[src/rtl/vfbar_pkg.sv]
package vfbar_pkg;

  typedef enum logic [1:0] {
    BAR_MEM32 = 2'd0,
    BAR_IO    = 2'd1,
    BAR_MEM64 = 2'd2
  } bar_kind_e;

  // Fixed low field as seen by software.
  function automatic logic [31:0] kind_type_bits(bar_kind_e k, logic pf);
    case (k)
      BAR_MEM64: kind_type_bits = {28'd0, pf, 3'b100};
      BAR_IO:    kind_type_bits = 32'h0000_0001;
      default:   kind_type_bits = {28'd0, pf, 3'b000};
    endcase
  endfunction

  // Bit positions taken by the fixed field.
  function automatic logic [31:0] kind_field_mask(bar_kind_e k);
    kind_field_mask = (k == BAR_IO) ? 32'h0000_0003 : 32'h0000_000F;
  endfunction

  function automatic bit is_pow2(logic [63:0] v);
    is_pow2 = (v != 64'd0) && ((v & (v - 64'd1)) == 64'd0);
  endfunction

endpackage

[src/rtl/vfbar_dword.sv]
module vfbar_dword #(
  parameter logic [31:0] WMASK = 32'hFFFF_F000,
  parameter logic [31:0] FIXED = 32'h0000_0000
) (
  input  logic        clk,
  input  logic        rst_n,
  input  logic        wr_en,
  input  logic [31:0] wdata,
  output logic [31:0] rd_val,
  output logic [31:0] addr_q
);

  logic [31:0] q_d, q_q;

  always_comb begin
    q_d = q_q;
    if (wr_en) q_d = wdata & WMASK;
  end

  always_ff @(posedge clk or negedge rst_n) begin
    if (!rst_n)     q_q <= '0;
    else if (wr_en) q_q <= q_d;
  end

  assign rd_val = q_q | FIXED;
  assign addr_q = q_q;

  // After a write, every writable bit reads back as written.
  assert_wmask_R1: assert property (@(posedge clk) disable iff (!rst_n)
    wr_en |=> (((rd_val ^ $past(wdata)) & WMASK) == 32'd0));

endmodule

[src/rtl/vfbar_map.sv]
module vfbar_map #(
  parameter int AW = 64
) (
  input  logic [AW-1:0] addr,
  output logic [AW-1:0] base,
  output logic          mapped
);

  always_comb begin
    mapped = |addr;
    base   = mapped ? addr : '0;
  end

endmodule

[src/rtl/vf_bar_slot.sv]
module vf_bar_slot #(
  parameter vfbar_pkg::bar_kind_e KIND = vfbar_pkg::BAR_MEM64,
  parameter logic                 PREFETCH = 1'b1,
  parameter logic [63:0]          APERTURE_BYTES = 64'h0000_0000_0010_0000
) (
  input  logic        clk,
  input  logic        rst_n,
  input  logic        cfg_wr,
  input  logic        cfg_dw_sel,
  input  logic [31:0] cfg_wdata,
  output logic [31:0] cfg_rdata,
  output logic [63:0] bar_base,
  output logic        bar_is_io,
  output logic        bar_mapped
);
  import vfbar_pkg::*;

  localparam int          NUM_DW   = (KIND == BAR_MEM64) ? 2 : 1;
  localparam logic [63:0] APER_M1  = APERTURE_BYTES - 64'd1;
  localparam logic [63:0] ADDR_MSK = ~APER_M1;
  localparam logic [31:0] TYPE_LO  = kind_type_bits(KIND, PREFETCH);
  localparam logic [31:0] FIELD_LO = kind_field_mask(KIND);
  localparam logic [63:0] MIN_SIZE = (KIND == BAR_IO) ? 64'd4 : 64'd16;

  // Elaboration-time rejection of unusable apertures.
  if (!is_pow2(APERTURE_BYTES)) begin : g_bad_pow2
    $error("vf_bar_slot: aperture size is not a power of two");
  end
  if (APERTURE_BYTES < MIN_SIZE) begin : g_bad_small
    $error("vf_bar_slot: aperture smaller than the type field allows");
  end
  if (NUM_DW == 1 && APERTURE_BYTES > 64'h1_0000_0000) begin : g_bad_big
    $error("vf_bar_slot: aperture exceeds a 32-bit window");
  end

  logic [31:0] dw_rd   [2];
  logic [31:0] dw_addr [2];
  logic [63:0] addr_all;

  for (genvar d = 0; d < 2; d++) begin : g_dw
    if (d < NUM_DW) begin : g_used
      localparam logic [31:0] FIX_D = (d == 0) ? TYPE_LO : 32'd0;
      localparam logic [31:0] WM_D  = (d == 0) ? (ADDR_MSK[31:0] & ~FIELD_LO)
                                               : ADDR_MSK[63:32];
      logic wr_d;
      assign wr_d = cfg_wr && (cfg_dw_sel == 1'(d));
      vfbar_dword #(.WMASK(WM_D), .FIXED(FIX_D)) u_dw (
        .clk    (clk),
        .rst_n  (rst_n),
        .wr_en  (wr_d),
        .wdata  (cfg_wdata),
        .rd_val (dw_rd[d]),
        .addr_q (dw_addr[d])
      );
    end else begin : g_absent
      assign dw_rd[d]   = 32'd0;
      assign dw_addr[d] = 32'd0;
    end
  end

  assign addr_all  = {dw_addr[1], dw_addr[0]};
  assign cfg_rdata = dw_rd[cfg_dw_sel];
  assign bar_is_io = (KIND == BAR_IO);

  vfbar_map #(.AW(64)) u_map (
    .addr   (addr_all),
    .base   (bar_base),
    .mapped (bar_mapped)
  );

  assert_base_aligned_R7: assert property (@(posedge clk) disable iff (!rst_n)
    (bar_base & APER_M1) == 64'd0);

  assert_unmapped_zero_R7: assert property (@(posedge clk) disable iff (!rst_n)
    !bar_mapped |-> (bar_base == 64'd0));

  assert_no_write_hold_R8: assert property (@(posedge clk) disable iff (!rst_n)
    !cfg_wr |=> ($stable(bar_base) && $stable(bar_mapped)));

  assert_type_field_R3: assert property (@(posedge clk) disable iff (!rst_n)
    !cfg_dw_sel |-> ((cfg_rdata & FIELD_LO) == TYPE_LO));

  if (NUM_DW == 1) begin : g_chk32
    assert_upper_empty_R4: assert property (@(posedge clk) disable iff (!rst_n)
      cfg_dw_sel |-> (cfg_rdata == 32'd0));
  end

endmodule

[config.mk]
export PLATFORM = sky130hd
export DESIGN_NAME = vf_bar_slot
export DESIGN_NICKNAME = d
export VERILOG_FILES = /design/src/rtl/vfbar_pkg.sv /design/src/rtl/vfbar_dword.sv /design/src/rtl/vfbar_map.sv /design/src/rtl/vf_bar_slot.sv
export SDC_FILE = /design/constraint.sdc
export NUM_CORES = 1
export LEC_CHECK = 0
export CAP_MARGIN = 20
export CORE_UTILIZATION = 39
export DETAILED_ROUTE_END_ITERATION = 7
export PLACE_DENSITY = 0.82
export SYNTH_ARGS = -nofsm -noshare
export SYNTH_HDL_FRONTEND = slang
export SYNTH_SLANG_ARGS = --single-unit
[constraint.sdc]
create_clock -name clk -period 2.2 [get_ports clk]
set_input_delay 0.66 -clock clk [delete_from_list [all_inputs] [get_ports clk]]
set_output_delay 0.66 -clock clk [all_outputs]
set_load 0.01 [all_outputs]
After elaboration in Yosys (flattened, before gate mapping)

Cells that the tools add are included.

Word-level logic and storage cells: 12
Input bits: 36
Output and inout bits: 98
Flip-flop bits (word level): 44

Mux-type cells: 4
Reductions and logical operators: 3
Magnitude comparators: 1
Bitwise operators: 2

Operators with widths:

| operator           | count |
|---|---|
| $mux 32            | 3 |
| $mux 64            | 1 |
| $reduce_or 44->1   | 1 |
| $ge 2x2->1 const B | 1 |
| $logic_and 1x1->1  | 2 |
| $not 1->2          | 1 |
| $not 1->1          | 1 |

Logic depth before layout (Yosys ltp)

Depth after elaboration: 4
Depth in mapped cells: 4
Mapped depth without buffers: 3

Modules after synthesis

Synthesis repeated with hierarchy kept, for this count alone.

Cells, all modules: 304
Area total of the unflattened synthesis: 3409.5 um^2

By module, submodules not included:

| module                            | area an instance (um^2) | instances | seq. area each (um^2) | cells each |
|---|---|---|---|---|
| vfbar_dword (g_dw[1].g_used.u_dw) | 1585.3                  | 1         | 800.8                 | 100 |
| vfbar_dword (g_dw[0].g_used.u_dw) | 882.1                   | 1         | 300.3                 | 79 |
| vf_bar_slot                       | 555.5                   | 1         | 0.0                   | 40 |
| vfbar_map                         | 386.6                   | 1         | 0.0                   | 85 |

Worst setup path after synthesis

No wires, ideal clock.

Path type: input-to-output
Start point: in cfg_dw_sel
End point: out cfg_rdata[21]
Stages on the path: 3
Slack: 0.174 ns
Path buffers: 2
Data required time: 1.540 ns
Arrival: 1.366 ns
Cells stage by stage: buf_4 buf_2 mux2_2

Longest elaborated chain between the ends: 4

RTL lines:

| element                                     | line              | RTL |
|---|---|---|
| start, declared                             | vf_bar_slot.sv:9  | `input logic cfg_dw_sel,` |
| $not 1->2 (not written as such)             | vf_bar_slot.sv:62 | `assign cfg_rdata = dw_rd[cfg_dw_sel];` |
| $mux 32 (not written as such) (3 in series) | vf_bar_slot.sv:62 |  |
| end, declared                               | vf_bar_slot.sv:11 | `output logic [31:0] cfg_rdata,` |

Every way passes these cells. The select of a mux whose other input is x is not followed.

Worst setup path in the final report

Start point: reg g_dw[1].g_used.u_dw.q_q[1]
End point: out bar_mapped

Longest elaborated chain between the ends: 1

RTL lines:

| element                | line              | RTL |
|---|---|---|
| start, declared        | vfbar_dword.sv:13 | `logic [31:0] q_d, q_q;` |
| start signal, assigned | vfbar_dword.sv:22 | `else if (wr_en) q_q <= q_d;` |
| $reduce_or 44->1       | vfbar_map.sv:10   | `mapped = \|addr;` |
| end, declared          | vf_bar_slot.sv:14 | `output logic bar_mapped` |

Every way passes these cells.

==> run metrics <==
Layout Nets=~370; Max Root-Sink Buffers=2; period utilization=105%; CP Capture Type=output pin; max-slew violation count=0; synthesis-to-finish area growth=63.3%; critical path arrival=between 1500 and 2000 ps; critical path fanouts, max=2; Distinct cells, synth=16; vias in the first global route=between 1500 and 2000; Seq pwr share=about two fifths; Die W=about 80 um; Synth Area in XOR/XNOR=0%; Setup violations, final=1; largest family of logic cells by synthesized area=multiplexers; H-tree depth=2; TritonCTS clock tree=built; unrepaired setup endpoints after global routing=true; Setup Skew=0 ps; Period minus WS final=about 2300 ps; status=finished, violations left; root buffer cell=clkbuf_8; WS Path Type=register to output pin; worst path cell trace=nor4_2 -> nand4_1 -> or3_1 -> buf_2; Die ar.=6390 um^2; P_leak=roughly 1.7 nW; max frequency=~0.43 GHz; Inst Count DP=397; port buffer count=around 110; mean post-synth cell area=11.2 um^2; Synth Instances=~210; Final Total Pwr=~2.6 mW; Post-Place Cell Area=roughly 3700 um^2; Pwr Density=667 nW/um^2; layout cells sized above 1=34.7%; Internal=approximately 1.9 mW; met2 wire len=~3100 um; row count=28; failing checks=setup timing; sequential element share of the synthesized area=46.5%; slowest CP cell=dfrtp_1; Post-Syn Area=between 2000 and 2500 um^2; Reg-to-Reg Start=g_dw[0].g_used.u_dw.addr_q[23]; Initial Util=roughly two fifths; Worst-path clk slew=80 ps; Post-DP HPWL=approximately 4500 um; Startpoint Class=register; simple-gate share of the synthesized area=a little over a tenth; clock latency at the later pin of the worst-skew pair=280 ps; TritonRoute pass-1 iters=4; Peak VDD IR=between 0.3 and 0.4 mV; max reg flops=44; largest net degree at the start of global routing=24; Final ANT Viol Nets=0; crit-path max cell delay=400 ps; Fin. Hold Viols=0; Chip Height=about 80 um; share of the core filled with cells=around 66%; Synth Area in Adders=0%; total clock buffers created by CTS=5; proportion of synthesized area in mux cells=between 20% and 30%; Yosys reg bits=44; first-pass GRT wire length=9390 um; P_sw=~730 uW; synth warn=0; Routed WL per cell=between 10 and 15 um; Layout Cells excl Fill=406; total track usage=19.6%; Sw Ratio=around 28%; Compound-Gate Fraction of Synth Area=0%; Design Area, Final=about 3900 um^2; antenna violations before repair=0; Logic pwr share=between 40% and 50%; area of the core=~5900 um^2; WL final=about 6000 um; crit path launch=g_dw[1].g_used.u_dw.addr_q[1]; gpl congestion=0.715; Max Cap Viol=0; grt ovf=0; Vias/cell=4.54; DR WL met3=between 400 and 500 um; # IOs=134; initial drt markers=50; Top Metal Used=met4; # DRC=0; Hold Crit Class=input pin to async pin; Worst Slack Setup Final=-115 ps; CTS Sinks=44; Clk pwr share=just over 20%; diode count=0; vias=between 1500 and 2000; met1 wire length=between 2000 and 2500 um; Crit path required time=between 1500 and 2000 ps
stage by stage:
stage	hold WS [ps]	TNS, ps	setup WS [ps]
floorplan	364	0	174
global placement	579	-17600	-645
detailed placement	584	-18580	-683
CTS	337	-200	-200
global route	357	-165	-165
finish	324	-115	-115
cells in the mapped netlist:
cell type | instances | area share (%)
or3_1 | 1 | 0.26
nand4_1 | 2 | 0.53
mux2_2 | 36 | 17
nor2b_2 | 1 | 0.37
buf_2 | 4 | 0.84
buf_4 | 26 | 8.2
nor4_1 | 7 | 1.8
and2_1 | 18 | 4.8
nand3_1 | 1 | 0.21
nor4_2 | 4 | 2.1
clkbuf_1 | 43 | 6.8
conb_1 | 1 | 0.16
dfrtp_1 | 44 | 46
nand2b_1 | 2 | 0.53
mux2_1 | 20 | 9.5
nand2_2 | 1 | 0.26
power groups by stage:
stage | clock [mW] | combinational [mW] | sequential [mW]
final | 0.527 | 1.04 | 1.02
after global routing | 0.589 | 1.12 | 1.03
after CTS | 0.547 | 1.05 | 1.01
after detailed placement | 0 | 1.08 | 1.02
after global placement | 0 | 1.05 | 1.02
after floorplan | 0 | 0.438 | 1.03
cell families after synthesis:
| logic type | after synthesis |
|---|---|
| multiplexers | 56 |
| AND/OR/NAND/NOR | 37 |
| flip-flops | 44 |
| other | 1 |
| buffers and inverters | 73 |
path summary, 6_finish.rpt:
path / endpoint / cells past startpoint / slack (ps)
setup reg to reg: g_dw[0].g_used.u_dw.addr_q[23] / 2 / 1220
hold / removal: g_dw[0].g_used.u_dw.addr_q[21] / 1 / 320
max in group asynchronous: g_dw[1].g_used.u_dw.addr_q[25] / 2 / 1190
setup / recovery: bar_mapped / 4 / -120
min in group clk: g_dw[1].g_used.u_dw.addr_q[5] / 2 / 610
hold reg to reg: g_dw[1].g_used.u_dw.addr_q[5] / 2 / 610
area by class of cell:
class                      instances  area [um^2]
fill                             483         2020
timing repair buffer             166         1580
sequential                        44         1100
multi-input combinational        114         1000
clock buffer                       7         96.3
tap                               75         93.8
per-layer routing:
| metal | GRT usage, % | vias to the layer above |
|---|---|---|
| li1 | - | 876 |
| met1 | 22.9 | 872 |
| met2 | 36.5 | 89 |
| met3 | 4.46 | 5 |
| met4 | 3.21 | 0 |
| met5 | 0 | - |
critical path: cells and delay by family (launching register included):
kind	cells	cell delay (ps)
buffers and inverters	1	150
flip-flops	1	400
AND/OR/NAND/NOR	3	820
what timing repair did:
| action | in CTS | in global routing |
|---|---|---|
| hold buffers | 0 | 0 |
| cloned | 3 | 0 |
| pin swaps | 1 | 2 |
| buffers inserted | 0 | 0 |
| endpoints found under the setup margin | 33 | 3 |
| resized for setup | 59 | 6 |
| hold endpoints to repair | 0 | 0 |
placed cells by master (no fill, tap or decap), drive strengths merged:
cell type      synthesis  layout
nor4                  11      11
clkbuf                43       7
clkdlybuf4s50          0      77
nand3                  1       1
bufbuf                 0       2
nand2                  1       1
mux2                  56      56
nand2b                 2       2
clkdlybuf4s15          0       4
nand4                  2       2
buf                   30      59
dfrtp                 44      44
dlygate4sd2            0      24
or3                    1       1
nor2b                  1       1
and2                  18      18
conb                   1      21
(Power assumes the default switching activity.)
